<file path="config.mk">
export PLATFORM = sky130hd
export DESIGN_NAME = linescan_ctrl
export DESIGN_NICKNAME = d
export VERILOG_FILES = /design/src/rtl/linescan_pkg.sv /design/src/rtl/linescan_token.sv /design/src/rtl/linescan_seq.sv /design/src/rtl/linescan_integ.sv /design/src/rtl/linescan_ctrl.sv
export SDC_FILE = /design/constraint.sdc
export NUM_CORES = 1
export LEC_CHECK = 0
export ABC_AREA = 0
export ABC_CLOCK_PERIOD_IN_PS = 6800
export BUFFER_PORTS_ARGS = -buffer_cell sky130_fd_sc_hd__buf_2
export CORE_AREA = 2 2 117 85
export DETAILED_ROUTE_END_ITERATION = 6
export DIE_AREA = 0 0 119 87
export HOLD_SLACK_MARGIN = 0.03
export PLACE_DENSITY_LB_ADDON = 0.1
export SLEW_MARGIN = 20
export SYNTH_ARGS = -nofsm -noshare
export SYNTH_HDL_FRONTEND = slang
export SYNTH_SLANG_ARGS = --single-unit
</file>
<file path="constraint.sdc">
create_clock -name clk -period 6.8 [get_ports clk]
set_clock_uncertainty 0.15 [all_clocks]
set_input_delay 0 -clock clk [delete_from_list [all_inputs] [get_ports clk]]
set_output_delay 0 -clock clk [all_outputs]
set_load 0.05 [all_outputs]
</file>
<file path="src/rtl/linescan_pkg.sv">
`timescale 1ns/1ps
package linescan_pkg;
  typedef enum logic [1:0] {
    SLOT_IDLE  = 2'd0,
    SLOT_DUMMY = 2'd1,
    SLOT_PIXEL = 2'd2
  } slot_kind_e;

  // pos: 0 = no token, 1..slots = output slot
  function automatic slot_kind_e classify(int unsigned pos, int unsigned lead,
                                          int unsigned npix, int unsigned slots);
    if (pos == 0 || pos > slots)                 return SLOT_IDLE;
    else if (pos > lead && pos <= lead + npix)   return SLOT_PIXEL;
    else                                         return SLOT_DUMMY;
  endfunction
endpackage

</file>
<file path="src/rtl/linescan_token.sv">
`timescale 1ns/1ps
module linescan_token #(
  parameter int SLOTS = 132
) (
  input  logic             clk,
  input  logic             rst,
  input  logic             start,
  output logic [SLOTS-1:0] sel
);
  logic [SLOTS-1:0] sel_q;

  generate
    for (genvar i = 0; i < SLOTS; i++) begin : g_stage
      if (i == 0) begin : g_head
        always_ff @(posedge clk) begin
          if (rst) sel_q[i] <= 1'b0;
          else     sel_q[i] <= start;
        end
      end else begin : g_body
        always_ff @(posedge clk) begin
          if (rst)        sel_q[i] <= 1'b0;
          else if (start) sel_q[i] <= 1'b0;
          else            sel_q[i] <= sel_q[i-1];
        end
      end
    end
  endgenerate

  assign sel = sel_q;
endmodule

</file>
<file path="src/rtl/linescan_seq.sv">
`timescale 1ns/1ps
module linescan_seq
  import linescan_pkg::*;
#(
  parameter int LEAD   = 2,
  parameter int NPIX   = 128,
  parameter int TRAIL  = 2,
  parameter int DATA_W = 8,
  localparam int SLOTS = LEAD + NPIX + TRAIL,
  localparam int POS_W = $clog2(SLOTS + 1)
) (
  input  logic              clk,
  input  logic              rst,
  input  logic              si,
  output logic              start,
  output logic              out_en,
  output logic              slot_real,
  output logic [DATA_W-1:0] pix_data,
  output logic              proto_err,
  output logic              scan_abort,
  output logic              valid_scan
);
  logic [POS_W-1:0] pos_q, pos_d;
  logic             complete, perr_d, abort_d;
  slot_kind_e       kind_d;
  logic [DATA_W-1:0] data_d;

  always_comb begin
    complete = (pos_q == POS_W'(SLOTS));
    start    = si && (pos_q != POS_W'(1));
    perr_d   = si && (pos_q == POS_W'(1));
    abort_d  = si && (pos_q >= POS_W'(2)) && (pos_q < POS_W'(SLOTS));
    if (start)                        pos_d = POS_W'(1);
    else if (pos_q == '0 || complete) pos_d = '0;
    else                              pos_d = pos_q + POS_W'(1);
    kind_d = classify(int'(pos_d), LEAD, NPIX, SLOTS);
    data_d = (kind_d == SLOT_PIXEL) ? DATA_W'(pos_d - POS_W'(LEAD)) : '0;
  end

  always_ff @(posedge clk) begin
    if (rst) begin
      pos_q      <= '0;
      out_en     <= 1'b0;
      slot_real  <= 1'b0;
      pix_data   <= '0;
      proto_err  <= 1'b0;
      scan_abort <= 1'b0;
      valid_scan <= 1'b0;
    end else begin
      pos_q      <= pos_d;
      out_en     <= (kind_d != SLOT_IDLE);
      slot_real  <= (kind_d == SLOT_PIXEL);
      pix_data   <= data_d;
      proto_err  <= perr_d;
      scan_abort <= abort_d;
      if (complete) valid_scan <= 1'b1;
    end
  end
endmodule

</file>
<file path="src/rtl/linescan_integ.sv">
`timescale 1ns/1ps
module linescan_integ #(
  parameter int RESET_CLKS = 18,
  localparam int CNT_W = $clog2(RESET_CLKS + 1)
) (
  input  logic clk,
  input  logic rst,
  input  logic start,
  output logic int_reset,
  output logic sh_connect
);
  logic [CNT_W-1:0] left_q;
  logic             integ_q;

  always_ff @(posedge clk) begin
    if (rst) begin
      left_q  <= '0;
      integ_q <= 1'b0;
    end else if (start) begin
      left_q  <= CNT_W'(RESET_CLKS);
      integ_q <= 1'b0;
    end else if (left_q != '0) begin
      left_q  <= left_q - CNT_W'(1);
      if (left_q == CNT_W'(1)) integ_q <= 1'b1;
    end
  end

  assign int_reset  = (left_q != '0);
  assign sh_connect = integ_q;
endmodule

</file>
<file path="src/rtl/linescan_ctrl.sv">
`timescale 1ns/1ps
module linescan_ctrl #(
  parameter int LEAD       = 2,
  parameter int NPIX       = 128,
  parameter int TRAIL      = 2,
  parameter int RESET_CLKS = 18,
  parameter int DATA_W     = 8,
  localparam int SLOTS     = LEAD + NPIX + TRAIL
) (
  input  logic              clk,
  input  logic              rst,
  input  logic              si,
  output logic [SLOTS-1:0]  pix_sel,
  output logic              out_en,
  output logic              slot_real,
  output logic [DATA_W-1:0] pix_data,
  output logic              int_reset,
  output logic              sh_connect,
  output logic              proto_err,
  output logic              scan_abort,
  output logic              valid_scan
);
  logic start;

  linescan_seq #(
    .LEAD(LEAD), .NPIX(NPIX), .TRAIL(TRAIL), .DATA_W(DATA_W)
  ) u_seq (
    .clk(clk), .rst(rst), .si(si), .start(start),
    .out_en(out_en), .slot_real(slot_real), .pix_data(pix_data),
    .proto_err(proto_err), .scan_abort(scan_abort), .valid_scan(valid_scan)
  );

  linescan_token #(.SLOTS(SLOTS)) u_token (
    .clk(clk), .rst(rst), .start(start), .sel(pix_sel)
  );

  linescan_integ #(.RESET_CLKS(RESET_CLKS)) u_integ (
    .clk(clk), .rst(rst), .start(start),
    .int_reset(int_reset), .sh_connect(sh_connect)
  );
endmodule

</file>
==> metrics.md <==
| Metric | Value |
|---|---|
| Status | complete, no violations |
| Most numerous cell in the Yosys netlist | dfxtp_1 |
| Gr ovfl total | 0 |
| Area after DPL | 0.00573 sq mm |
| Distinct cells, synth | 40 |
| DR vias | 3409 |
| Depth of the CTS H-tree | 4 |
| Total setup buffers inserted after CTS | 0 |
| Final #Nets | 602 |
| Hold Path Class | register to register |
| # placed instances | 697 |
| Pre-antenna DRT Iters | 4 |
| Delay-heaviest family, CP | compound AO/OA/AOI/OAI gates |
| Primary FF master, synth | dfxtp_1 |
| Ys async rst share | 0 |
| P&R area growth vs syn | 29.1% |
| Non-Filler Instances | 732 |
| Peak supply drop | 0.000190 V |
| Synth top area cells | dfxtp_1 65%, and2_1 17%, ha_1 2.0% |
| Routed wire per std cell | 13.0 um |
| Worst Setup Path Type | register to register |
| R2R Path Start | u_seq.pos_q[4] |
| Power Density | 311 mW/mm^2 |
| Final setup fails | 0 |
| Yosys top cell area share | 0.648 |
| Clock Latency Late Sink | 0.41 ns |
| Num CTS Buffers | 17 |
| Diode count | 0 |
| GRT Util Overall | 0.188 |
| Die Y-Extent | 87 um |
| Post-synth EDFFs | 0 |
| Buffers and inverters on the worst path | 2 |
| Cts hold-fix bufs | 3 |
| Hold Violations, Final | 0 |
| Clk pin slew, worst setup/hold paths | 0.07 ns |
| Crit-path cells | nor4_4, nand3_2, o22ai_1, nand2_1, inv_1, ha_1, inv_1, o32ai_1, a311o_1, a31o_1, nor2_1 |
| Final Slew Violations | 0 |
| CP startpoint | u_seq.pos_q[4] |
| Startpoint types | register |
| Max-Slew Margin vs Limit | 0.403 |
| CTS tree | yes |
| Total core area | 0.00935 sq mm |
| Hpwl dp | 6380 um |
| Slowest stage cell, crit path | nor4_4 |
| RSZ-0062 raised after global routing | no |
| Synth warn | 0 |
| I/O pin cnt | 150 |
| CP most frequent cell | inv_1 |
| Die area | 0.0104 sq mm |
| Net Count, Synth | 452 |
| CTS root buffer | clkbuf_16 |
| Die W | 119 um |
| Initial Util | 0.525 |
| Sequential share of the synthesized area | 0.648 |
| Leakage | 3.12 nW |
| Port Buffer Count | 149 |
| # resized after CTS | 0 |
| Type of destination of the critical path | register |
| Worst Path Max Fanout | 9 |
| Gpl congestion | 0.802 |
| Cells after Synth | 441 |
| First DRT Iteration DRCs | 224 |
| Most instantiated cells after synthesis | 159 x dfxtp_1, 132 x and2_1, 23 x nor2_1 |
| Syn Area/Cell | 11.1 sq um |
| Share of cells above drive strength 1 | 0.310 |
| DR vias/cell | 4.66 |
| Synth area leader | dfxtp_1 |
| Hold Crit Start | u_token.sel[25] |
| Reg2reg setup slack | 3.79 ns |
| Synth Cell Area | 0.00491 sq mm |
| Part of the cycle the worst path needs | 0.443 |
| CP arrival | 3.16 ns |
| Total Wirelength | 9520 um |
| Clock sink count | 159 |
| DRC violations left | 0 |
| Cell Rows | 30 |
| Worst-margin pin slew | 0.895 ns |
| Worst EP required | 6.94 ns |
| Number of global-route vias before repair | 3061 |
| Final Cell Area | 0.00634 sq mm |
| Initial antenna violation count | 0 |
| Critical path's largest stage delay | 0.49 ns |
| First-pass GRT wire length | 15100 um |
| Number of synthesized register bits | 159 |
| Fmax | 0.332 GHz |
| Largest net degree at the start of global routing | 133 |
| Max-cap violations | 0 |
| Max clock buf depth | 2 |
| Setup TNS | 0 ns |
| Routed Antenna Nets | 0 |
| Period minus WS final | 3.01 ns |
-- sequential cells by signal (all words and copies together) (netlist names) --
signal,cells
u_seq.pos_q,8
u_seq.pix_data,8
u_seq.valid_scan,1
u_seq.slot_real,1
u_integ.sh_connect,1
u_seq.proto_err,1
u_token.sel,132
u_seq.scan_abort,1
u_seq.out_en,1
u_integ.left_q,5
-- final timing paths --
| path | to | cells past startpoint |
|---|---|---|
| worst max-delay path | u_seq.pix_data[7] | 11 |
| worst min-delay path | u_token.sel[26] | 1 |
| worst max register to register | u_seq.pix_data[7] | 11 |
| worst min register to register | u_token.sel[26] | 1 |
-- layout make-up --
type | instances | area, sq um
flip-flops and latches | 159 | 3180
fillers | 737 | 3010
multi-input cells | 248 | 1590
repair buffers | 153 | 783
clock buffers | 19 | 453
well taps | 128 | 160
clock inverters | 13 | 128
inverters | 12 | 45.0
-- cells by family (layout without fill, tap and decap cells) --
family	count (synthesis)	after routing	synth area share
AO/OA/AOI/OAI	32	32	0.0454
XOR/XNOR	13	13	0.0232
adder cells (fa/ha/maj)	8	8	0.0204
buffers and inverters	34	197	0.0301
flip-flops	159	159	0.648
AND/OR/NAND/NOR	195	195	0.233
-- cell usage in the layout, fill, tap and decap left out, types with 2 or more instances in the layout --
cell type / Yosys / layout
a311oi_1: 2 / 2
ha_1: 8 / 8
a31oi_1: 4 / 4
nand2_1: 11 / 11
dfxtp_1: 159 / 159
a21oi_1: 8 / 8
nand4_1: 3 / 3
buf_2: 4 / 149
xnor2_1: 5 / 5
dlygate4sd3_1: 0 / 3
nor3_1: 10 / 10
nor2_1: 23 / 22
clkbuf_8: 0 / 2
o21ai_0: 2 / 2
and2_1: 132 / 132
xor2_1: 8 / 8
clkbuf_16: 0 / 17
and3_1: 3 / 3
or3_1: 3 / 3
inv_6: 0 / 4
clkinvlp_4: 0 / 5
nand3_1: 5 / 5
inv_1: 12 / 12
a21o_1: 2 / 2
-- stage by stage --
| stage | hold slack, ns | setup WS [ns] | utilization | power, mW |
|---|---|---|---|---|
| 2_1_floorplan | -0.0779 | 4.21 | - | 1.06 |
| 3_3_place_gp | 0.189 | 3.97 | 0.613 | 1.08 |
| 3_5_place_dp | 0.187 | 3.82 | 0.613 | 1.08 |
| 4_1_cts | 0.293 | 3.77 | 0.678 | 1.99 |
| 5_1_grt | 0.301 | 3.54 | 0.678 | 2.05 |
| 6_report | 0.292 | 3.79 | 0.678 | 1.97 |
-- worst register-to-register path: cells and delay by family (launching register included) --
family                   cells  cell delay [ns]
AO/OA/AOI/OAI                4             1.09
AND/OR/NAND/NOR              4             0.96
flip-flops                   1             0.39
adder cells (fa/ha/maj)      1             0.17
buffers and inverters        2             0.15
-- per-layer routing --
layer / global-route usage / vias to the layer above / part of all wire / wire length [um]
met3: 0.0628 / 6 / 0.067 / 642
met1: 0.260 / 1573 / 0.49 / 4620
met2: 0.273 / 111 / 0.44 / 4220
met5: 0 / - / 0 / 0
li1: - / 1719 / - / -
met4: 0.0768 / 0 / 0.0040 / 38
-- where the power goes --
part | internal, mW | switching [mW] | total [mW]
sequential | 0.943 | 0.00899 | 0.952
clock | 0.530 | 0.380 | 0.910
combinational | 0.0319 | 0.0790 | 0.111
total | 1.50 | 0.468 | 1.97
Note: power is estimated with default switching activity, not from simulation.
